## config.mk

```make
export PLATFORM = sky130hd
export DESIGN_NAME = roi_scaler
export DESIGN_NICKNAME = d
export VERILOG_FILES = /design/src/rtl/roi_scale_pkg.sv /design/src/rtl/roi_axis_cfg.sv /design/src/rtl/roi_axis_step.sv /design/src/rtl/roi_scaler.sv
export SDC_FILE = /design/constraint.sdc
export NUM_CORES = 1
export LEC_CHECK = 0
export BUFFER_PORTS_ARGS = -buffer_cell sky130_fd_sc_hd__buf_2
export CORE_UTILIZATION = 45
export DETAILED_ROUTE_END_ITERATION = 8
export SYNTH_ARGS = -nofsm -noshare
export SYNTH_HDL_FRONTEND = slang
export SYNTH_SLANG_ARGS = --single-unit
```

## constraint.sdc

```tcl
create_clock -name clk -period 13.7 [get_ports clk]
set_input_delay 1.37 -clock clk [delete_from_list [all_inputs] [get_ports clk]]
set_output_delay 1.37 -clock clk [all_outputs]
set_load 0.02 [all_outputs]
```

## src/rtl/roi_scale_pkg.sv

```systemverilog
package roi_scale_pkg;
  localparam int AXW = 16;

  typedef struct packed {
    logic [AXW-1:0] start;
    logic [AXW-1:0] span;
    logic [AXW-1:0] outn;
  } axis_cfg_t;
endpackage

```

## src/rtl/roi_axis_cfg.sv

```systemverilog
module roi_axis_cfg
  import roi_scale_pkg::*;
#(
  parameter int LIMIT = 640,
  parameter int CW    = 10
) (
  input  logic            clk,
  input  logic            rst,
  input  logic            load,
  input  logic [CW-1:0]   start_i,
  input  logic [CW-1:0]   span_i,
  input  logic [CW-1:0]   outn_i,
  output axis_cfg_t       eff
);
  localparam logic [AXW-1:0] LIM = AXW'(LIMIT);

  logic [AXW-1:0] s_in, sp_in, o_in, room;
  axis_cfg_t      fixed, held;

  always_comb begin
    s_in  = AXW'(start_i);
    sp_in = AXW'(span_i);
    o_in  = AXW'(outn_i);
    fixed.start = (s_in >= LIM) ? LIM - 1'b1 : s_in;
    room        = LIM - fixed.start;
    if (sp_in == '0)      fixed.span = AXW'(1);
    else if (sp_in > room) fixed.span = room;
    else                   fixed.span = sp_in;
    if (o_in == '0)             fixed.outn = AXW'(1);
    else if (o_in > fixed.span) fixed.outn = fixed.span;
    else                        fixed.outn = o_in;
  end

  always_ff @(posedge clk) begin
    if (rst) begin
      held.start <= '0;
      held.span  <= LIM;
      held.outn  <= LIM;
    end else if (load) begin
      held <= fixed;
    end
  end

  assign eff = load ? fixed : held;


  window_in_frame_chk: assert property (@(posedge clk) disable iff (rst)
    (AXW+1)'(eff.start) + (AXW+1)'(eff.span) <= (AXW+1)'(LIMIT));

  no_upscale_chk: assert property (@(posedge clk) disable iff (rst)
    eff.outn <= eff.span);

  nonzero_size_chk: assert property (@(posedge clk) disable iff (rst)
    eff.outn != '0 && eff.span != '0);

  hold_midframe_chk: assert property (@(posedge clk) disable iff (rst)
    !load |=> $stable(held));
endmodule

```

## src/rtl/roi_axis_step.sv

```systemverilog
module roi_axis_step
  import roi_scale_pkg::*;
(
  input  logic           clk,
  input  logic           rst,
  input  logic           restart,
  input  logic           adv,
  input  logic [AXW-1:0] rng,
  input  logic [AXW-1:0] num,
  output logic           keep
);
  logic [AXW-1:0] acc, cur;
  logic [AXW:0]   sum;
  logic [AXW-1:0] nxt;

  always_comb begin
    cur  = restart ? '0 : acc;
    sum  = {1'b0, cur} + {1'b0, num};
    keep = (cur == '0) || (sum > {1'b0, rng});
    nxt  = (sum >= {1'b0, rng}) ? AXW'(sum - {1'b0, rng}) : AXW'(sum);
  end

  always_ff @(posedge clk) begin
    if (rst)          acc <= '0;
    else if (adv)     acc <= nxt;
    else if (restart) acc <= '0;
  end


  residue_range_chk: assert property (@(posedge clk) disable iff (rst)
    restart || (acc < rng));
endmodule

```

## src/rtl/roi_scaler.sv

```systemverilog
module roi_scaler
  import roi_scale_pkg::*;
#(
  parameter int IN_W = 640,
  parameter int IN_H = 480,
  parameter int DW   = 8,
  parameter int CW   = 10
) (
  input  logic          clk,
  input  logic          rst,
  input  logic          in_valid,
  input  logic          in_sof,
  input  logic          in_sol,
  input  logic [DW-1:0] in_data,
  input  logic [CW-1:0] win_x0,
  input  logic [CW-1:0] win_y0,
  input  logic [CW-1:0] win_w,
  input  logic [CW-1:0] win_h,
  input  logic [CW-1:0] out_w,
  input  logic [CW-1:0] out_h,
  output logic          out_valid,
  output logic          out_sof,
  output logic          out_sol,
  output logic [DW-1:0] out_data
);
  localparam logic [AXW-1:0] LAST_COL = AXW'(IN_W - 1);

  logic      frame_go, line_go;
  axis_cfg_t hcfg, vcfg;

  assign frame_go = in_valid & in_sof;
  assign line_go  = in_valid & (in_sof | in_sol);

  roi_axis_cfg #(.LIMIT(IN_W), .CW(CW)) u_hcfg (
    .clk(clk), .rst(rst), .load(frame_go),
    .start_i(win_x0), .span_i(win_w), .outn_i(out_w), .eff(hcfg));

  roi_axis_cfg #(.LIMIT(IN_H), .CW(CW)) u_vcfg (
    .clk(clk), .rst(rst), .load(frame_go),
    .start_i(win_y0), .span_i(win_h), .outn_i(out_h), .eff(vcfg));

  logic [AXW-1:0] xr, yr, x_cur, y_cur;
  logic           col_in, row_in, keep_h, keep_v, take;
  logic           fr_pend, ln_pend, fr_cur, ln_cur;

  always_comb begin
    x_cur  = (in_sof | in_sol) ? '0 : xr;
    y_cur  = in_sof ? '0 : (in_sol ? yr + 1'b1 : yr);
    col_in = (x_cur >= hcfg.start) &&
             ({1'b0, x_cur} < {1'b0, hcfg.start} + {1'b0, hcfg.span});
    row_in = (y_cur >= vcfg.start) &&
             ({1'b0, y_cur} < {1'b0, vcfg.start} + {1'b0, vcfg.span});
    fr_cur = in_sof ? 1'b1 : fr_pend;
    ln_cur = (in_sof | in_sol) ? 1'b1 : ln_pend;
    take   = in_valid & col_in & row_in & keep_h & keep_v;
  end

  roi_axis_step u_hstep (
    .clk(clk), .rst(rst), .restart(line_go), .adv(in_valid & col_in),
    .rng(hcfg.span), .num(hcfg.outn), .keep(keep_h));

  roi_axis_step u_vstep (
    .clk(clk), .rst(rst), .restart(frame_go),
    .adv(in_valid & row_in & (x_cur == LAST_COL)),
    .rng(vcfg.span), .num(vcfg.outn), .keep(keep_v));

  always_ff @(posedge clk) begin
    if (rst) begin
      xr      <= '0;
      yr      <= '0;
      fr_pend <= 1'b0;
      ln_pend <= 1'b0;
    end else if (in_valid) begin
      xr      <= x_cur + 1'b1;
      yr      <= y_cur;
      fr_pend <= fr_cur & ~take;
      ln_pend <= ln_cur & ~take;
    end
  end

  always_ff @(posedge clk) begin
    if (rst) begin
      out_valid <= 1'b0;
      out_sof   <= 1'b0;
      out_sol   <= 1'b0;
      out_data  <= '0;
    end else begin
      out_valid <= take;
      out_sof   <= take & fr_cur;
      out_sol   <= take & ln_cur;
      if (take) out_data <= in_data;
    end
  end


  one_cycle_lat_chk: assert property (@(posedge clk) disable iff (rst)
    out_valid |-> $past(in_valid));

  sof_implies_sol_chk: assert property (@(posedge clk) disable iff (rst)
    out_sof |-> (out_sol && out_valid));

  sol_needs_valid_chk: assert property (@(posedge clk) disable iff (rst)
    out_sol |-> out_valid);
endmodule

```

; Word level (Yosys, flattened, before mapping)
; Cells that the tools add are included.
[word_totals]
out_inout_bits = 11
wordCells = 88
input_bits = 73
ff_bits = 173
[classes]
addsub = 10
n_mux = 23
n_lt_le_gt_ge = 14
n_reduce_logical = 10
bitwise_logic = 14
eq_ne = 1
[op_table]
columns = cell, n
row1 = 16-bit two-way mux, 17
row2 = 48-bit two-way mux, 2
row3 = 16-bit by 16-bit adder with 17-bit output, 4
row4 = 10-bit by 16-bit greater-than comparator with 1-bit output, 4
row5 = 10-bit logical NOT, 4
row6 = 17-bit by 16-bit greater-or-equal comparator with 1-bit output, 2
row7 = 17-bit by 16-bit greater-than comparator with 1-bit output, 2
row8 = 16-bit by 17-bit < comparator with 1-bit output, 2
row9 = "16-bit by 1-bit adder with 16-bit output, second input constant", 2
row10 = 16-bit greater-or-equal comparator, 2
row11 = 16-bit logical NOT, 2
row12 = 16-bit subtractor, 2
row13 = 10-bit two-way mux, 2
row14 = "16-bit by 10-bit == test with 1-bit output, second input constant", 1
row15 = "10-bit by 16-bit subtractor with 16-bit output, first input constant", 1
row16 = "9-bit by 16-bit subtractor with 16-bit output, first input constant", 1
row17 = 1-bit bitwise AND, 12
row18 = "10-bit greater-or-equal comparator, second input constant", 1
row19 = "10-bit by 9-bit greater-or-equal comparator with 1-bit output, second input constant", 1
row20 = 1-bit logical AND, 2
row21 = 1-bit logical OR, 2
row22 = 1-bit two-way mux, 2
row23 = 1-bit inverter, 1
row24 = 1-bit bitwise OR, 1

; Depth between registers and ports, before layout
[logic_depth]
depth_word = 19
mapped_depth = 44
depth_no_buf = 40

; Cells and area by module
; A second synthesis with hierarchy kept.
[hier_totals]
hier_cells = 2027
hier_area_um2 = 15876.5
[by_module_without_submodules]
columns = mod, area_per_inst_um2, seq_area_each_um2, cells_each, n_inst
row1 = roi_scaler, 5137.4, 900.9, 667, 1
row2 = roi_axis_cfg at u_vcfg, 2856.5, 960.9, 349, 1
row3 = roi_axis_cfg at u_hcfg, 2801.4, 960.9, 332, 1
row4 = roi_axis_step at u_hstep, 2708.8, 320.3, 366, 1
row5 = roi_axis_step at u_vstep, 2372.3, 320.3, 313, 1

; Worst setup path after synthesis
; OpenSTA, ideal clock, no wires.
[synth_path]
path_kind = input to register
start = input port win_y0[5]
end = register out_data[3]
cell_stages = 41
path_slack_ns = 4.252
path_buffers = 2
setup_time_ns = 0.072
required_ns = 13.628
arrival_ns = 9.376
path_cell_list = a41o_1 > nor2_1 > ha_1 > nor3b_1 > a21o_1 > o21ai_0 > ha_1 > a21o_1 > a21oi_1 > nor2b_1 > inv_1 > o21ai_0 > mux2_2 > nand2_1 > ha_1 > nor2b_1 > o21a_1 > o21a_1 > [5 not listed] > fa_1 > a211oi_1 > nor2_1 > o22ai_2 > nor2_1 > nor2_1 > xnor2_1 > ha_1 > a21o_1 > a21oi_1 > or2_2 > o311a_1 > a31oi_1 > a211oi_1 > nor4bb_1 > buf_2 > buf_2 > mux2i_1
[synth_lines]
columns = element, line_no
row1 = start: declaration, roi_scaler.sv:16  ; input logic [CW-1:0] win_y0,
row2 = end signal: assignment, roi_scaler.sv:91  ; if (take) out_data <= in_data;
row3 = end: declaration, roi_scaler.sv:24  ; output logic [DW-1:0] out_data

==> flow_summary_export.csv <==
group,metric,value,unit
die,dieWidth,186.2,um
grt,grtUsageTotal,25.46,%
grt,antenna_found_initial,0,
final_layout,final_area,16680,um^2
critical_path,crit_fanout,13,
timing,period_needed,10.91,ns
timing,period_share,79.66,%
critical_path,rrSetupSlack,7.11,ns
final_layout,seq_area,3463,um^2
critical_path,r2r_cells,21,
power_and_ir_drop,vdd_drop_max,0.09873,mV
yosys,synth.distinct_cells,78,
yosys,syn_avg_cell_area,7.694,um^2
detailed_routing,wire_per_inst,17.53,um
yosys,synth_fp_nets,2265,
grt,met3_usage,3.193,%
place,dp_hpwl,33490,um
status,status,"complete, no violations",
grt,grt_busiest_layer,"met2",
final_layout,diodes,0,
clock_network,cts_tree,"done",
clock_network,ctsHoldBuffers,0,
final_layout,multi_input_area,11030,um^2
critical_path,critical_path_class,"in2reg",
power_and_ir_drop,leakage,7.923,nW
final_layout,syn_to_final_growth,9.270,%
yosys,ys_async_sr_fraction,0,%
final_layout,nNetsFinal,2304,
clock_network,cts_made_buffers,17,
yosys,synth_seq_cells,173,
yosys,ys_seq_area_share,22.69,%
place,port_buffers,83,
timing,finalSetupViolations,0,
critical_path,startpoint_type,"primary input",
yosys,syn_area,15260,um^2
clock_network,ctsResizeCount,0,
grt,overflow,0,
timing,relSlewSlack,23.12,%
hold_path,whs_path_depth,2,
yosys,postSynthCellCount,1984,
clock_network,clock_latency,0.46,ns
job,maxCapViolCount,0,
clock_network,h-tree-depth,4,
die,die_y,186.2,um
clock_network,clkTransAtPathRegs,0.06,ns
place,place.gp.congestion,0.9213,
detailed_routing,dr.pass1.iters,6,
detailed_routing,vias_per_cell,5.747,
grt,grt_max_degree,88,
timing,slew_viol_final,0,
die,placementRows,67,
place,place_area,16050,um^2
timing,fmax,91.63,MHz
power_and_ir_drop,cellPowerDensity,98.48,nW/um^2
grt,grtUsageMet2,44.55,%
clock_network,postCtsSetupBuffers,0,
critical_path,max_stage_delay,0.91,ns
grt,grt_pass1_wl,69410,um
die,ioPinCount,84,
yosys,ys.flop_type,"dfxtp_1",
timing,worst_slew_pin_slew,1.146,ns
timing,fin_setup_tns,0,ns
timing,hold_violations,0,
clock_network,root_buffer,"clkbuf_16",
detailed_routing,drtIter0Drc,734,
power_and_ir_drop,finalPower,1.643,mW
clock_network,cts.sinks,173,
detailed_routing,totalWireLength,43500,um
yosys,synth_edf_count,0,
final_layout,drive_above_1_share,7.227,%
critical_path,crit_arrival,11.29,ns
hold_path,whs_endpoint,"out_data[6]",
critical_path,critPathSlowestCell,"a211oi_1",
final_layout,nFillCells,3318,
critical_path,end_kind,"register",
detailed_routing,ant_nets,0,
detailed_routing,drc_errors,0,
timing,rsz0062_at_grt,"false",
timing,clock_skew,0.01062,ns
grt,grt_pass1_vias,13640,
yosys,ys_warn_count,0,
detailed_routing,num_vias,14260,
hold_path,hold_class,"reg2reg",
die,core-area,33450,um^2
critical_path,crit_path_frequent_cell,"ha_1",
grt,gr-usage-met1,31.79,%
critical_path,r2r-start,"u_vcfg.held[17]",
clock_network,clockBufferDepth,2,
die,floorplan.initialDensity,45.64,%
critical_path,r2r-end,"out_data[5]",
die,design.die.area,34660,um^2
critical_path,cp.required,14.08,ns
hold_path,worstHoldStart,"out_data[6]",
## logic make-up (layout without fill, tap and decap cells)
| family | count (synthesis) | after routing | share of synthesized area [%] |
|---|---|---|---|
| xor gates and xnor gates | 103 | 103 | 5.910 |
| DFF | 173 | 173 | 22.69 |
| buffers and inverters | 208 | 258 | 5.328 |
| AOI/OAI and AO/OA | 496 | 496 | 21.96 |
| and+or+nand+nor | 749 | 749 | 23.72 |
| muxes | 46 | 46 | 3.025 |
| other | 1 | 1 | 0.02457 |
| adders and majority gates | 208 | 208 | 17.34 |
## flip-flops by register name, summed over array words and instances (netlist names)
register / flops
u_vstep.acc: 16
xr: 16
fr_pend: 1
u_hstep.acc: 16
out_data: 8
yr: 16
ln_pend: 1
out_valid: 1
u_vcfg.held: 48
out_sol: 1
u_hcfg.held: 48
out_sof: 1
## worst max path at each step
stage               from               to  slack, ns  cells past startpoint
2_1_floorplan  win_y0[5]      out_data[3]       4.25                     41
3_3_place_gp   win_y0[7]      out_data[0]       2.59                     35
3_5_place_dp   win_y0[7]      out_data[5]       2.41                     36
4_1_cts        win_y0[7]      out_data[5]       2.87                     37
5_1_grt        win_x0[8]  u_hstep.acc[12]       1.67                     38
6_report       win_y0[7]      out_data[5]       2.79                     37
## routing by layer
layer	vias to the layer above	part of all wire (%)
met5	-	0
met4	0	3.1
met3	62	3.2
met2	281	48
met1	6716	45
li1	7205	-
## synth_stat cells (40+ instances only)
library cell,n,share of area (%)
and2_1,77,3.2
mux2i_1,45,3.0
inv_1,133,3.3
nor2_1,214,5.3
dfxtp_1,173,23
nand3_1,50,1.6
ha_1,202,17
a211oi_1,40,2.0
xnor2_1,65,3.7
clkbuf_1,58,1.4
a21o_1,45,2.2
a21oi_1,117,3.8
nand2_1,185,4.5
o21ai_0,86,2.8
## power by group
part	switching, mW	internal, mW
sequential	0.00486	0.517
clock	0.223	0.322
combinational	0.345	0.230
total	0.573	1.07
## per-stage QoR
stage	hold WS [ns]	utilization (%)	setup slack, ns	std cells
finish	0.4564	49.87	2.786	2482
global placement	0.4407	47.99	2.593	2452
global route	0.4894	49.87	1.666	2482
detailed placement	0.4525	47.99	2.405	2452
CTS	0.4620	49.87	2.872	2482
floorplan	0.4406	-	4.252	1984
## placed cells by master (no fill, tap or decap), types with 36 or more instances in the layout
master | synthesis | layout
a211oi_1 | 40 | 40
a21o_1 | 45 | 45
a21oi_1 | 117 | 117
and2_1 | 77 | 77
and3_1 | 38 | 38
buf_2 | 8 | 82
dfxtp_1 | 173 | 173
ha_1 | 202 | 202
inv_1 | 133 | 132
mux2i_1 | 45 | 45
nand2_1 | 185 | 184
nand3_1 | 50 | 50
nor2_1 | 214 | 213
nor3_1 | 36 | 36
o21ai_0 | 86 | 86
xnor2_1 | 65 | 65
xor2_1 | 38 | 38
## critical path, delay by kind of cell
kind	cells	cell delay [ns]
compound gates	16	4.27
simple gates	10	2.35
fa+ha+maj	6	2.02
mux	3	1.04
buf+inv	1	0.13
xor+xnor	1	0.12
## layout make-up
type,count,area share (%)
repair buffers,94,3.001
clock buffers,19,2.595
flip-flops and latches,173,20.76
multi-input cells,1603,66.10
clock inverters,11,1.163
well taps,448,3.361
inverters,134,3.016
No activity file was read; power rests on OpenSTA's default activity.
